$ cat config.mk
export PLATFORM = sky130hd
export DESIGN_NAME = irda_irq_dma_regs
export DESIGN_NICKNAME = d
export VERILOG_FILES = /design/src/rtl/irda_regbank_pkg.sv /design/src/rtl/irq_status_bank.sv /design/src/rtl/dma_req_chan.sv /design/src/rtl/irda_irq_dma_regs.sv
export SDC_FILE = /design/constraint.sdc
export NUM_CORES = 1
export LEC_CHECK = 0
export BUFFER_PORTS_ARGS = -buffer_cell sky130_fd_sc_hd__buf_2
export CAP_MARGIN = 20
export CORE_MARGIN = 4
export CORE_UTILIZATION = 35
export CTS_BUF_LIST = sky130_fd_sc_hd__clkbuf_8
export CTS_CLUSTER_SIZE = 14
export DETAILED_ROUTE_END_ITERATION = 7
export PLACE_DENSITY = 0.71
export SYNTH_ARGS = -nofsm -noshare
export SYNTH_HDL_FRONTEND = slang
export SYNTH_SLANG_ARGS = --single-unit
$ cat constraint.sdc
create_clock -name clk_i -period 1.75 [get_ports clk_i]
set_clock_uncertainty 0.05 [all_clocks]
set_input_delay 0 -clock clk_i [delete_from_list [all_inputs] [get_ports clk_i]]
set_output_delay 0 -clock clk_i [all_outputs]
set_load 0.05 [all_outputs]
$ cat src/rtl/irda_regbank_pkg.sv
package irda_regbank_pkg;
  localparam int unsigned N_IRQ = 8;
  localparam int unsigned N_DMA = 4;

  typedef enum logic [1:0] {
    REG_STATUS = 2'd0,
    REG_SET    = 2'd1,
    REG_CLR    = 2'd2,
    REG_DMA    = 2'd3
  } reg_sel_e;

  // status bit positions
  localparam int unsigned IRQ_LSREQ  = 0;
  localparam int unsigned IRQ_SREQ   = 1;
  localparam int unsigned IRQ_LBREQ  = 2;
  localparam int unsigned IRQ_BREQ   = 3;
  localparam int unsigned IRQ_FTX    = 4;
  localparam int unsigned IRQ_SIGDET = 5;
  localparam int unsigned IRQ_FINV   = 6;
  localparam int unsigned IRQ_FDET   = 7;
endpackage

$ cat src/rtl/irq_status_bank.sv
module irq_status_bank #(
  parameter int unsigned N = 8
) (
  input  logic         clk_i,
  input  logic         rst_ni,
  input  logic [N-1:0] set_i,
  input  logic [N-1:0] clr_i,
  output logic [N-1:0] status_o
);
  logic [N-1:0] status_q;

  // set has priority over clear
  always_ff @(posedge clk_i or negedge rst_ni) begin
    if (!rst_ni) status_q <= '0;
    else         status_q <= (status_q & ~clr_i) | set_i;
  end

  assign status_o = status_q;

  for (genvar i = 0; i < N; i++) begin : g_chk
    a_r5_set_wins: assert property (@(posedge clk_i) disable iff (!rst_ni)
      set_i[i] |=> status_q[i]);
    a_r3_clear_only: assert property (@(posedge clk_i) disable iff (!rst_ni)
      (clr_i[i] && !set_i[i]) |=> !status_q[i]);
    a_r2_hold: assert property (@(posedge clk_i) disable iff (!rst_ni)
      (!clr_i[i] && !set_i[i]) |=> $stable(status_q[i]));
  end
endmodule

$ cat src/rtl/dma_req_chan.sv
module dma_req_chan (
  input  logic clk_i,
  input  logic rst_ni,
  input  logic en_wr_i,
  input  logic en_wdata_i,
  input  logic req_i,
  input  logic ack_i,
  output logic en_o,
  output logic pend_o
);
  logic en_q, pend_q;

  always_ff @(posedge clk_i or negedge rst_ni) begin
    if (!rst_ni)      en_q <= 1'b0;
    else if (en_wr_i) en_q <= en_wdata_i;
  end

  // disable write cancels; enabled request beats ack
  always_ff @(posedge clk_i or negedge rst_ni) begin
    if (!rst_ni)                      pend_q <= 1'b0;
    else if (en_wr_i && !en_wdata_i)  pend_q <= 1'b0;
    else if (en_q && req_i)           pend_q <= 1'b1;
    else if (ack_i)                   pend_q <= 1'b0;
  end

  assign en_o   = en_q;
  assign pend_o = pend_q;

  a_r11_drop_on_disable: assert property (@(posedge clk_i) disable iff (!rst_ni)
    (en_wr_i && !en_wdata_i) |=> !pend_q);
  a_r11_idle_when_off: assert property (@(posedge clk_i) disable iff (!rst_ni)
    !en_q |-> !pend_q);
  a_r9_latch: assert property (@(posedge clk_i) disable iff (!rst_ni)
    (en_q && req_i && !(en_wr_i && !en_wdata_i)) |=> pend_q);
  a_r10_ack_clears: assert property (@(posedge clk_i) disable iff (!rst_ni)
    (ack_i && !req_i && !en_wr_i) |=> !pend_q);
endmodule

$ cat src/rtl/irda_irq_dma_regs.sv
module irda_irq_dma_regs
  import irda_regbank_pkg::*;
#(
  parameter int unsigned ADDR_W = 4,
  parameter int unsigned DATA_W = 32
) (
  input  logic              clk_i,
  input  logic              rst_ni,
  input  logic [ADDR_W-1:0] addr_i,
  input  logic              we_i,
  input  logic [DATA_W-1:0] wdata_i,
  output logic [DATA_W-1:0] rdata_o,
  input  logic [N_IRQ-1:0]  irq_evt_i,
  output logic              irq_o,
  input  logic [N_DMA-1:0]  dma_req_i,
  input  logic [N_DMA-1:0]  dma_ack_i,
  output logic [N_DMA-1:0]  dma_req_o
);
  localparam logic [ADDR_W-1:0] A_STATUS = ADDR_W'(REG_STATUS);
  localparam logic [ADDR_W-1:0] A_SET    = ADDR_W'(REG_SET);
  localparam logic [ADDR_W-1:0] A_CLR    = ADDR_W'(REG_CLR);
  localparam logic [ADDR_W-1:0] A_DMA    = ADDR_W'(REG_DMA);
  localparam int unsigned IRQ_PAD = DATA_W - N_IRQ;
  localparam int unsigned DMA_PAD = DATA_W - N_DMA;

  logic wr_set, wr_clr, wr_dma;
  logic [N_IRQ-1:0] set_vec, clr_vec, status;
  logic [N_DMA-1:0] dma_en;
  logic [DATA_W-1:0] rdata_d, rdata_q;
  logic unused_wdata;

  assign unused_wdata = ^wdata_i[DATA_W-1:N_IRQ];

  assign wr_set = we_i && (addr_i == A_SET);
  assign wr_clr = we_i && (addr_i == A_CLR);
  assign wr_dma = we_i && (addr_i == A_DMA);

  assign set_vec = irq_evt_i | (wr_set ? wdata_i[N_IRQ-1:0] : '0);
  assign clr_vec = wr_clr ? wdata_i[N_IRQ-1:0] : '0;

  irq_status_bank #(.N(N_IRQ)) u_irq (
    .clk_i    (clk_i),
    .rst_ni   (rst_ni),
    .set_i    (set_vec),
    .clr_i    (clr_vec),
    .status_o (status)
  );

  assign irq_o = |status;

  for (genvar c = 0; c < N_DMA; c++) begin : g_dma
    dma_req_chan u_chan (
      .clk_i      (clk_i),
      .rst_ni     (rst_ni),
      .en_wr_i    (wr_dma),
      .en_wdata_i (wdata_i[c]),
      .req_i      (dma_req_i[c]),
      .ack_i      (dma_ack_i[c]),
      .en_o       (dma_en[c]),
      .pend_o     (dma_req_o[c])
    );
  end

  always_comb begin
    unique case (addr_i)
      A_STATUS: rdata_d = {{IRQ_PAD{1'b0}}, status};
      A_DMA:    rdata_d = {{DMA_PAD{1'b0}}, dma_en};
      default:  rdata_d = '0;
    endcase
  end

  always_ff @(posedge clk_i or negedge rst_ni) begin
    if (!rst_ni) rdata_q <= '0;
    else         rdata_q <= rdata_d;
  end

  assign rdata_o = rdata_q;

  a_r7_wo_read_zero: assert property (@(posedge clk_i) disable iff (!rst_ni)
    (addr_i == A_SET || addr_i == A_CLR) |=> (rdata_o == '0));
  a_r12_unmapped_zero: assert property (@(posedge clk_i) disable iff (!rst_ni)
    (addr_i > A_DMA) |=> (rdata_o == '0));
  a_r8_dma_upper_zero: assert property (@(posedge clk_i) disable iff (!rst_ni)
    (addr_i == A_DMA) |=> (rdata_o[DATA_W-1:N_DMA] == '0));
  a_r6_irq_follows_set: assert property (@(posedge clk_i) disable iff (!rst_ni)
    (|irq_evt_i) |=> irq_o);
endmodule

==> flow_summary.toml <==
[outcome]
status = "complete, no violations"

[grt]
overflow = 0
grt_pass1_vias = 1051
antenna_found_initial = 0
grt_max_degree = 25
grt_pass1_wl_um = 4650
track_usage = 0.131

[sta]
final-hold-violation-count = 0
finalSetupViolCount = 0
fin_crit_sh = 0.875
rsz0062_at_grt = "false"
slew_headroom = 0.658
worstMarginPinSlew_ns = 0.513
setup_tns_ns = 0
min_period_ns = 1.53
hold_slack_ns = 0.0152
fmax_ghz = 0.653
slew_violations = 0

[detailed_routing]
drc_errors = 0
drt_iter0_drc = 90
firstDrtPassIters = 4
dr_total_vias = 1059
drt-vias-per-instance = 4.67
antenna_left = 0
wire_per_inst_um = 13.1
wl_um = 2960

[logic_synthesis]
ys_warn_count = 0
synth_top_area_share = 0.476
syn_area_per_cell_um2 = 10.9
synthCells = 116
synth_area_leaders = "dfrtp_1 (48%), buf_4 (17%), a221o_1 (6.3%)"
yosysSeqAreaShare = 0.476
syn-cell-area_um2 = 1260
ys_seq_elements = 24
synth_cell_types = 21
yosysTopAreaCell = "dfrtp_1"

[worst_setup_path]
rr_startpoint = "u_irq.status_o[2]"
start_kind = "input pin"
rrSetupSlack_ns = 0.28
r2r-end = "u_irq.status_o[2]"
criticalPathCategory = "input pin to flip-flop"
worstPathArrival_ns = 1.62
reg2reg_depth = 2
worstPathMaxFanout = 4
crit_required_ns = 1.84
setup.worst_path.end_class = "flip-flop"

[layout]
syn_to_final_growth_pct = 34.9
fin_area_um2 = 1700
finish.net_count = 238
fill_cells = 311
antenna_cells = 0
layout-drive-gt1-share = 0.304

[worst_hold_path]
min_to = "rdata_o[3]"
hold_path_depth = 3
hold_path_class = "input pin to flip-flop"
hold_start = "addr_i[1]"

[pwr]
power_density_nw_per_um2 = 807
p_leak_uw = 0.000804
vdd_drop_max_v = 0.000298

[clock_network]
postCtsSetupRepairBufs = 0
cts_resized = 0
clk_latency_ns = 0.25
root_buffer = "clkbuf_8"
clockBufferDepth = 2
tritoncts = "yes"
clkTransAtPathRegs_ns = 0.08
clock_sinks = 24
htree_levels = 1
cts_hold_buffers = 28
cts_buffers = 3

[flow_run]
cap_viol_max_count = 0

[floorplan]
die_w_um = 68.0
ios = 92
start_util = 0.369
die_h_um = 68.0
core_area_um2 = 3420
die_area_um2 = 4630
row_count = 21

[place]
place_area_um2 = 1380
routabilityCongestion = 0.786
io_buffers = 43
hpwl_um = 2000
-- power by group --
part	leakage (uW)	internal, uW	total [uW]	switching, uW
Combinational	0.000502	136	432	296
Clock	0.0000216	154	310	157
Sequential	0.000280	602	631	28.2
-- area by class of cell --
type | instances | area, um2 | area share
timing repair buffer | 72 | 503 | 0.296
sequential | 24 | 601 | 0.353
multi-input combinational | 82 | 499 | 0.293
tap | 46 | 57.6 | 0.0338
clock buffer | 3 | 41.3 | 0.0243
-- metrics by stage --
step           utilization  setup WS [ns]  cells  power [uW]
3_3_place_gp         0.404          0.624    196        1010
3_5_place_dp         0.404          0.617    196        1010
5_1_grt              0.498          0.182    227        1440
4_1_cts              0.498          0.261    227        1380
6_report             0.498          0.219    227        1370
2_1_floorplan            -          0.748    139         991
-- cell families after synthesis --
| logic type | after synthesis | share of synthesized area |
|---|---|---|
| AO/OA/AOI/OAI | 16 | 0.107 |
| buffers and inverters | 33 | 0.196 |
| flip-flops | 24 | 0.476 |
| multiplexers | 4 | 0.0357 |
| other | 1 | 0.00297 |
| AND/OR/NAND/NOR | 38 | 0.182 |
-- flip-flops by register name (all words and copies together) (netlist names) --
register / flops
rdata_o: 8
g_dma.u_chan.en_o: 4
g_dma.u_chan.pend_o: 4
u_irq.status_o: 8
-- worst max-delay path by stage --
stage / from / endpoint / depth (start not counted)
global placement: addr_i[3] / u_irq.status_o[0] / 4
CTS: wdata_i[2] / u_irq.status_o[2] / 5
detailed placement: addr_i[3] / u_irq.status_o[3] / 4
finish: wdata_i[2] / u_irq.status_o[2] / 5
global route: wdata_i[2] / u_irq.status_o[2] / 5
floorplan: u_irq.status_o[1] / irq_o / 2
-- layer usage --
layer / up-vias / track usage / wire [um]
met3: 4 / 0.0213 / 324
met2: 67 / 0.227 / 1370
met1: 495 / 0.164 / 1230
li1: 493 / - / -
met4: 0 / 0.0471 / 33
met5: - / 0 / 0
-- cells in the mapped netlist --
cell type	instances
nor2_1	1
dfrtp_1	24
and3_1	4
nand2_1	10
buf_2	3
nor2_2	1
nand4_2	1
nand2b_1	4
nand4_1	8
buf_6	2
a21oi_1	4
or2_1	1
mux2_2	4
conb_1	1
a221o_1	8
nor4_1	2
nor2b_4	1
a2bb2oi_1	4
buf_4	28
nand3_1	4
nor3_4	1
-- worst max-delay path, cell delays in order --
cell and delay [ns]:
dlygate4sd3_1 0.52, buf_2 0.15, nand4_1 0.08, a221o_1 0.31, dlygate4sd3_1 0.56
-- cell usage in the layout, fill, tap and decap left out, types with 3 or more instances in the layout --
cell type	count
buf_2	43
dlygate4sd3_1	28
conb_1	24
dfrtp_1	24
nand2_1	10
nand4_1	8
a221o_1	8
and3_1	4
nand3_1	4
a21oi_1	4
mux2_2	4
nand2b_1	4
a2bb2oi_1	4
clkbuf_8	3
Note: power is estimated with default switching activity, not from simulation.
